==> src/rtl/sertx_pkg.sv <==
package sertx_pkg;

    localparam int CHAR_W = 8;
    localparam int CTRL_W = 9;
    localparam int MODE_W = 8;

    // control word command positions
    localparam int CB_RESET   = 1;
    localparam int CB_ON      = 4;
    localparam int CB_OFF     = 5;
    localparam int CB_BRK_SET = 7;
    localparam int CB_BRK_CLR = 8;

    localparam int IDX_W = $clog2(CHAR_W);

    typedef enum logic [2:0] {
        FR_IDLE,
        FR_START,
        FR_DATA,
        FR_PARITY,
        FR_STOP
    } fr_state_e;

    typedef struct packed {
        logic [IDX_W-1:0] last_idx;   // index of final data bit
        logic             has_par;
        logic [1:0]       par_sel;    // 00 even, 01 odd, 10 zero, 11 one
        logic             two_stop;
    } frame_cfg_t;

    function automatic frame_cfg_t decode_mode(input logic [MODE_W-1:0] m);
        frame_cfg_t c;
        case (m[2:1])
            2'b10:   c.last_idx = IDX_W'(6);
            2'b11:   c.last_idx = IDX_W'(5);
            default: c.last_idx = IDX_W'(7);
        endcase
        c.has_par  = ~m[5];
        c.par_sel  = m[4:3];
        c.two_stop = m[7];
        return c;
    endfunction

    function automatic logic calc_parity(input logic [CHAR_W-1:0] d,
                                         input frame_cfg_t c);
        logic ones;
        ones = 1'b0;
        for (int i = 0; i < CHAR_W; i++) begin
            if (IDX_W'(i) <= c.last_idx) ones ^= d[i];
        end
        case (c.par_sel)
            2'b00:   return ones;
            2'b01:   return ~ones;
            2'b10:   return 1'b0;
            default: return 1'b1;
        endcase
    endfunction

endpackage

==> src/rtl/sertx_fifo.sv <==
module sertx_fifo #(
    parameter int DEPTH = 16,
    parameter int WIDTH = 8
) (
    input  logic             clk,
    input  logic             rst_n,
    input  logic             clr,
    input  logic             push,
    input  logic [WIDTH-1:0] push_data,
    input  logic             pop,
    output logic [WIDTH-1:0] head,
    output logic             empty,
    output logic             full
);
    localparam int PTR_W = (DEPTH > 1) ? $clog2(DEPTH) : 1;
    localparam int CNT_W = $clog2(DEPTH + 1);
    localparam logic [PTR_W-1:0] PTR_LAST = PTR_W'(DEPTH - 1);
    localparam logic [CNT_W-1:0] CNT_FULL = CNT_W'(DEPTH);

    typedef struct packed {
        logic [PTR_W-1:0] wptr;
        logic [PTR_W-1:0] rptr;
        logic [CNT_W-1:0] count;
    } fifo_regs_t;

    fifo_regs_t q, d;
    logic [WIDTH-1:0] mem [DEPTH];
    logic push_ok, pop_ok;

    assign empty   = (q.count == '0);
    assign full    = (q.count == CNT_FULL);
    assign push_ok = push && !full && !clr;
    assign pop_ok  = pop && !empty && !clr;
    assign head    = mem[q.rptr];

    always_comb begin
        d = q;
        if (clr) begin
            d = '0;
        end else begin
            if (push_ok) d.wptr = (q.wptr == PTR_LAST) ? '0 : q.wptr + 1'b1;
            if (pop_ok)  d.rptr = (q.rptr == PTR_LAST) ? '0 : q.rptr + 1'b1;
            case ({push_ok, pop_ok})
                2'b10:   d.count = q.count + 1'b1;
                2'b01:   d.count = q.count - 1'b1;
                default: d.count = q.count;
            endcase
        end
    end

    always_ff @(posedge clk or negedge rst_n) begin
        if (!rst_n) q <= '0;
        else        q <= d;
    end

    always_ff @(posedge clk) begin
        if (push_ok) mem[q.wptr] <= push_data;
    end

endmodule

==> src/rtl/sertx_ctrl.sv <==
module sertx_ctrl
    import sertx_pkg::*;
(
    input  logic              clk,
    input  logic              rst_n,
    input  logic              ctrl_wr,
    input  logic [CTRL_W-1:0] ctrl_word,
    output logic              tx_on,
    output logic              brk_on,
    output logic              soft_rst
);
    typedef struct packed {
        logic on;
        logic brk;
    } ctrl_regs_t;

    ctrl_regs_t q, d;

    assign soft_rst = ctrl_wr && ctrl_word[CB_RESET];
    assign tx_on    = q.on;
    assign brk_on   = q.brk;

    always_comb begin
        d = q;
        if (ctrl_wr) begin
            if (ctrl_word[CB_OFF])     d.on = 1'b0;
            else if (ctrl_word[CB_ON]) d.on = 1'b1;
            if (ctrl_word[CB_BRK_CLR])      d.brk = 1'b0;
            else if (ctrl_word[CB_BRK_SET]) d.brk = 1'b1;
        end
    end

    always_ff @(posedge clk or negedge rst_n) begin
        if (!rst_n) q <= '0;
        else        q <= d;
    end

endmodule

==> src/rtl/sertx_sequencer.sv <==
module sertx_sequencer
    import sertx_pkg::*;
(
    input  logic              clk,
    input  logic              rst_n,
    input  logic              soft_rst,
    input  logic              tick,
    input  logic              tx_on,
    input  logic              q_empty,
    input  logic [CHAR_W-1:0] q_head,
    input  logic [MODE_W-1:0] mode_word,
    output logic              take,
    output logic              line
);
    typedef struct packed {
        fr_state_e         state;
        logic [CHAR_W-1:0] shreg;
        logic [IDX_W-1:0]  bitcnt;
        frame_cfg_t        cfg;
        logic              par_bit;
        logic              stop2nd;
        logic              line;
    } seq_regs_t;

    localparam seq_regs_t SEQ_RESET = '{
        state:   FR_IDLE,
        shreg:   '0,
        bitcnt:  '0,
        cfg:     '0,
        par_bit: 1'b0,
        stop2nd: 1'b0,
        line:    1'b1
    };

    seq_regs_t q, d;
    logic can_launch, launch;
    frame_cfg_t new_cfg;

    assign can_launch = tx_on && !q_empty;
    assign new_cfg    = decode_mode(mode_word);
    assign line       = q.line;

    always_comb begin
        d      = q;
        launch = 1'b0;
        if (tick) begin
            case (q.state)
                FR_IDLE: begin
                    launch = can_launch;
                end
                FR_START: begin
                    d.line   = q.shreg[0];
                    d.shreg  = q.shreg >> 1;
                    d.bitcnt = '0;
                    d.state  = FR_DATA;
                end
                FR_DATA: begin
                    if (q.bitcnt == q.cfg.last_idx) begin
                        if (q.cfg.has_par) begin
                            d.state = FR_PARITY;
                            d.line  = q.par_bit;
                        end else begin
                            d.state   = FR_STOP;
                            d.line    = 1'b1;
                            d.stop2nd = 1'b0;
                        end
                    end else begin
                        d.line   = q.shreg[0];
                        d.shreg  = q.shreg >> 1;
                        d.bitcnt = q.bitcnt + 1'b1;
                    end
                end
                FR_PARITY: begin
                    d.state   = FR_STOP;
                    d.line    = 1'b1;
                    d.stop2nd = 1'b0;
                end
                FR_STOP: begin
                    if (q.cfg.two_stop && !q.stop2nd) begin
                        d.stop2nd = 1'b1;
                    end else if (can_launch) begin
                        launch = 1'b1;
                    end else begin
                        d.state = FR_IDLE;
                        d.line  = 1'b1;
                    end
                end
                default: d = SEQ_RESET;
            endcase
        end
        if (launch) begin
            d.state   = FR_START;
            d.line    = 1'b0;
            d.shreg   = q_head;
            d.cfg     = new_cfg;
            d.par_bit = calc_parity(q_head, new_cfg);
            d.bitcnt  = '0;
            d.stop2nd = 1'b0;
        end
        if (soft_rst) begin
            d      = SEQ_RESET;
            launch = 1'b0;
        end
    end

    assign take = launch;

    always_ff @(posedge clk or negedge rst_n) begin
        if (!rst_n) q <= SEQ_RESET;
        else        q <= d;
    end

endmodule

==> src/rtl/serial_tx_framer.sv <==
module serial_tx_framer
    import sertx_pkg::*;
#(
    parameter int FIFO_DEPTH = 16
) (
    input  logic              clk,
    input  logic              rst_n,
    input  logic              baud_tick,
    input  logic [MODE_W-1:0] mode_word,
    input  logic              ctrl_wr,
    input  logic [CTRL_W-1:0] ctrl_word,
    input  logic              wr_en,
    input  logic [CHAR_W-1:0] wr_data,
    output logic              txd,
    output logic              fifo_empty,
    output logic              fifo_full
);
    logic              tx_on, brk_on, soft_rst;
    logic              fifo_pop, seq_line;
    logic [CHAR_W-1:0] fifo_head;

    sertx_ctrl u_ctrl (
        .clk       (clk),
        .rst_n     (rst_n),
        .ctrl_wr   (ctrl_wr),
        .ctrl_word (ctrl_word),
        .tx_on     (tx_on),
        .brk_on    (brk_on),
        .soft_rst  (soft_rst)
    );

    sertx_fifo #(
        .DEPTH (FIFO_DEPTH),
        .WIDTH (CHAR_W)
    ) u_fifo (
        .clk       (clk),
        .rst_n     (rst_n),
        .clr       (soft_rst),
        .push      (wr_en),
        .push_data (wr_data),
        .pop       (fifo_pop),
        .head      (fifo_head),
        .empty     (fifo_empty),
        .full      (fifo_full)
    );

    sertx_sequencer u_seq (
        .clk       (clk),
        .rst_n     (rst_n),
        .soft_rst  (soft_rst),
        .tick      (baud_tick),
        .tx_on     (tx_on),
        .q_empty   (fifo_empty),
        .q_head    (fifo_head),
        .mode_word (mode_word),
        .take      (fifo_pop),
        .line      (seq_line)
    );

    assign txd = brk_on ? 1'b0 : seq_line;

endmodule

==> config.mk <==
export PLATFORM = sky130hd
export DESIGN_NAME = serial_tx_framer
export DESIGN_NICKNAME = d
export VERILOG_FILES = /design/src/rtl/sertx_pkg.sv /design/src/rtl/sertx_fifo.sv /design/src/rtl/sertx_ctrl.sv /design/src/rtl/sertx_sequencer.sv /design/src/rtl/serial_tx_framer.sv
export SDC_FILE = /design/constraint.sdc
export NUM_CORES = 1
export LEC_CHECK = 0
export BUFFER_PORTS_ARGS = -buffer_cell sky130_fd_sc_hd__buf_2
export CAP_MARGIN = 20
export CORE_MARGIN = 4
export CORE_UTILIZATION = 50
export DETAILED_ROUTE_END_ITERATION = 6
export GPL_ROUTABILITY_DRIVEN = 0
export PLACE_DENSITY_LB_ADDON = 0.05
export SLEW_MARGIN = 20
export SYNTH_ARGS = -nofsm -noshare
export SYNTH_HDL_FRONTEND = slang
export SYNTH_HIERARCHICAL = 1
export SYNTH_SLANG_ARGS = --single-unit
==> constraint.sdc <==
create_clock -name clk -period 7.6 [get_ports clk]
set_input_delay 1.14 -clock clk [delete_from_list [all_inputs] [get_ports clk]]
set_output_delay 1.14 -clock clk [all_outputs]
set_load 0.005 [all_outputs]
==> impl_metrics.py <==
metrics = {
    "run_status": {
        "run_status": "completed",
    },
    "cts": {
        "tritoncts_num_sinks": 165,
        "cts-buffers-inserted": 17,
        "clock_tree_from_tritoncts": "yes",
        "worst_setup_hold_path_clk_slew_ps": 70,
        "post_cts_hold_buffers": 0,
        "post-cts-setup-buffer-count": 0,
        "ctsResizeCount": 0,
        "clk_root_buffer_cell": "clkbuf_16",
        "htreeDepth": 4,
        "worst_skew_pair.late_latency_ps": 430,
        "max-clock-path-buffers": 2,
    },
    "floorplan": {
        "die_height_microns": 130,
        "floorplan.initialDensity": 0.511,
        "fp.coreArea_sq_um": 14500,
        "num_io_pins": 33,
        "die_area_sq_um": 16900,
        "die-width_microns": 130,
        "row_count": 44,
    },
    "worst_setup_path": {
        "timing.critical_path.required_ps": 7940,
        "data_arrival_time_of_the_critical_path_ps": 4710,
        "r2r_cells": 12,
        "cp_max_fo": 27,
        "worstSetupEndpointType": "flop",
        "criticalPathCategory": "in2reg",
        "timing.critical_path.mode_cell": "nor3_1",
        "critical_path_buf_inv_count": 2,
        "crit_slowest_cell": "inv_1",
        "path_depth": 12,
        "crit_path_max_incr_delay_ps": 650,
        "timing.critical_path.from_type": "input pin",
        "critical-path-top-delay-family": "simple AND/OR/NAND/NOR gates",
        "crit_path_cell_trace": "buf_2, and2_2, nor3_1, nand3_1, inv_1, o21ai_4, nor3_1, ha_1, a21oi_1, a211oi_1, a311o_1, a31oi_1",
    },
    "global_route": {
        "grt_max_degree": 54,
        "grt_antenna_before_repair": 0,
        "grt.total_usage": 0.198,
        "number_of_global_route_vias_before_repair": 4246,
        "globalRouteOverflowTotal": 0,
        "grt_first_pass_wirelength_mm": 24.6,
    },
    "placed_design": {
        "count_of_input_and_output_buffers": 26,
        "dpl.hpwl_mm": 9.99,
        "place_ws_ps": 2860,
        "placed_cells": 697,
        "post_dp_cell_area_sq_um": 7680,
    },
    "drt": {
        "detail_route.wl_per_cell_microns": 21.4,
        "drcViolationCount": 0,
        "route.detailed.vias_per_inst": 6.02,
        "final_antenna_net_count": 0,
        "detail_route.iter0.violations": 412,
        "drt_pass1_iterations": 5,
        "vias": 4385,
        "wire_length_reported_by_the_detailed_router_mm": 15.6,
    },
    "final_layout": {
        "layout.cell_area.non_filler_sq_um": 8240,
        "final_core_utilization": 0.567,
        "nets": 572,
        "layout-area-overhead-vs-synth_pct": 10.9,
        "drive_gt1_frac": 0.187,
        "final_common_cell": "edfxtp_1",
        "antenna_cells_inserted": 0,
        "post_layout_nonfiller_instances": 729,
        "final_cell_mix": "edfxtp_1 (128), mux2i_1 (40), dfrtp_1 (35), nor2_1 (30), nand2_1 (27)",
    },
    "power_and_ir_drop": {
        "power.net_switching_mw": 0.881,
        "report.power.total_mw": 2.72,
        "vdd_ir_drop_max_mv": 0.186,
        "combinationalPowerShare": 0.276,
        "clkPwrFrac": 0.295,
        "power.density_nw_per_um2": 330,
        "internal_power_mw": 1.84,
        "static-leakage-power_nw": 2.90,
        "power.share.sequential": 0.429,
        "switching_share": 0.324,
    },
    "sta": {
        "final.setup.tns_ps": 0,
        "max_freq_mhz": 229,
        "final_setup_vio_count": 0,
        "timing.final.crit_share": 0.575,
        "worstMarginPinSlew_ps": 989,
        "hold_violation_count_in_the_final_report": 0,
        "period_minus_slack_ps": 4370,
        "maxSlewViolCount": 0,
        "max-slew-margin-rel": 0.341,
        "hold-worst-slack_ps": 501,
        "rsz_0062_raised_after_global_routing": "no",
        "layout_setup_ws_ps": 3230,
        "clock_skew_ps": 9.97,
    },
    "min_path": {
        "holdPathStages": 2,
        "worst_hold_path_type": "reg2reg",
    },
    "yosys": {
        "avgSynthCellArea_sq_um": 14.6,
        "synthesis.area_sq_um": 7430,
        "synthCells": 510,
        "synth_top_area_frac": 0.518,
        "synth_ff_type": "edfxtp_1",
        "share_of_async_settable_or_async_resettable_flops_after_synthesis": 0.224,
        "post_synth_num_cell_types": 70,
        "yosysWarnings": 6,
        "synth_top_area_cell": "edfxtp_1",
        "synth.top_cells.by_area": "edfxtp_1 (52%), dfrtp_1 (12%), mux2i_1 (5.4%)",
        "number_of_flip_flops_and_latches_in_the_synthesized_netlist": 165,
        "synth_enable_flop_cells": 128,
        "mappedNetlistNets": 550,
        "ys_seq_area_frac": 0.642,
    },
    "run": {
        "cap_violations": 0,
    },
}
path summary, 6_finish.rpt:
path / end / slack, ps / start
setup reg to reg: u_fifo/q[4] / 3360 / u_fifo/q[0]
max in group asynchronous: u_fifo/q[5] / 6200 / rst_n
hold / removal: u_seq/q[2] / 500 / u_seq/q[2]
hold reg to reg: u_seq/q[2] / 500 / u_seq/q[2]
min in group asynchronous: u_seq/q[10] / 820 / rst_n
setup / recovery: u_fifo/q[4] / 3230 / ctrl_wr
final cells by class:
type | count | area (sq um)
well taps | 184 | 230
clock inverters | 15 | 133
fillers | 1175 | 6300
flip-flops and latches | 165 | 4770
repair buffers | 32 | 175
clock buffers | 17 | 425
inverters | 15 | 56.3
multi-input cells | 301 | 2440
cells by family (layout without fill, tap and decap cells):
family,Yosys count,after routing,share of synthesized area
adders and majority gates,10,10,0.0179
AOI/OAI and AO/OA,112,112,0.112
and+or+nand+nor,107,107,0.0733
buffers and inverters,44,79,0.0285
xor gates and xnor gates,12,12,0.0160
DFF,165,165,0.642
muxes,60,60,0.111
power by group through the flow:
stage	logic, mW	clock network, mW	registers [mW]
4_1_cts	0.758	0.822	1.17
5_1_grt	0.826	0.865	1.18
3_3_place_gp	0.743	0	1.18
6_report	0.750	0.803	1.17
2_1_floorplan	0.624	0	1.13
3_5_place_dp	0.752	0	1.18
synth_stat cells, drive strengths merged, types with 2 or more instances:
master   instances
o21a             2
a2111oi          2
mux2i           40
a211oi           2
o41ai            3
a311o            3
edfxtp         128
clkbuf          11
and2             4
nor4             2
nor2            30
a31oi            4
a22o             5
nor3             8
xnor2           10
mux2             4
o211ai           4
a221oi          16
ha               9
a22oi           15
nand4            2
a31o             2
nor2b            6
mux4            16
nand2b           5
buf             18
nand3           13
o21ai           22
a21oi           22
a21o             2
inv             14
nand2           27
dfrtp           36
layer usage:
| metal | global-route usage | share of wire | vias up |
|---|---|---|---|
| met5 | 0 | 0 | - |
| met4 | 0.0556 | 0.012 | 0 |
| met2 | 0.294 | 0.47 | 122 |
| met1 | 0.292 | 0.46 | 2208 |
| li1 | - | - | 2043 |
| met3 | 0.0516 | 0.051 | 12 |
state kept, by name, summed over array words and instances, names as in the netlist:
name / cells
u_seq/q: 21
u_ctrl/tx_on: 1
u_fifo/mem: 128
u_seq/line: 1
u_ctrl/brk_on: 1
u_fifo/q: 13
worst register-to-register path, stage by stage, from the launching register on:
cell	delay, ps
dfrtp_1	480
or4_1	390
nor2_1	120
and3b_4	340
nand3_1	240
inv_1	650
o21ai_4	170
nor3_1	480
ha_1	380
a21oi_1	250
a211oi_1	130
a311o_1	360
a31oi_1	170
Note: power is estimated with default switching activity, not from simulation.
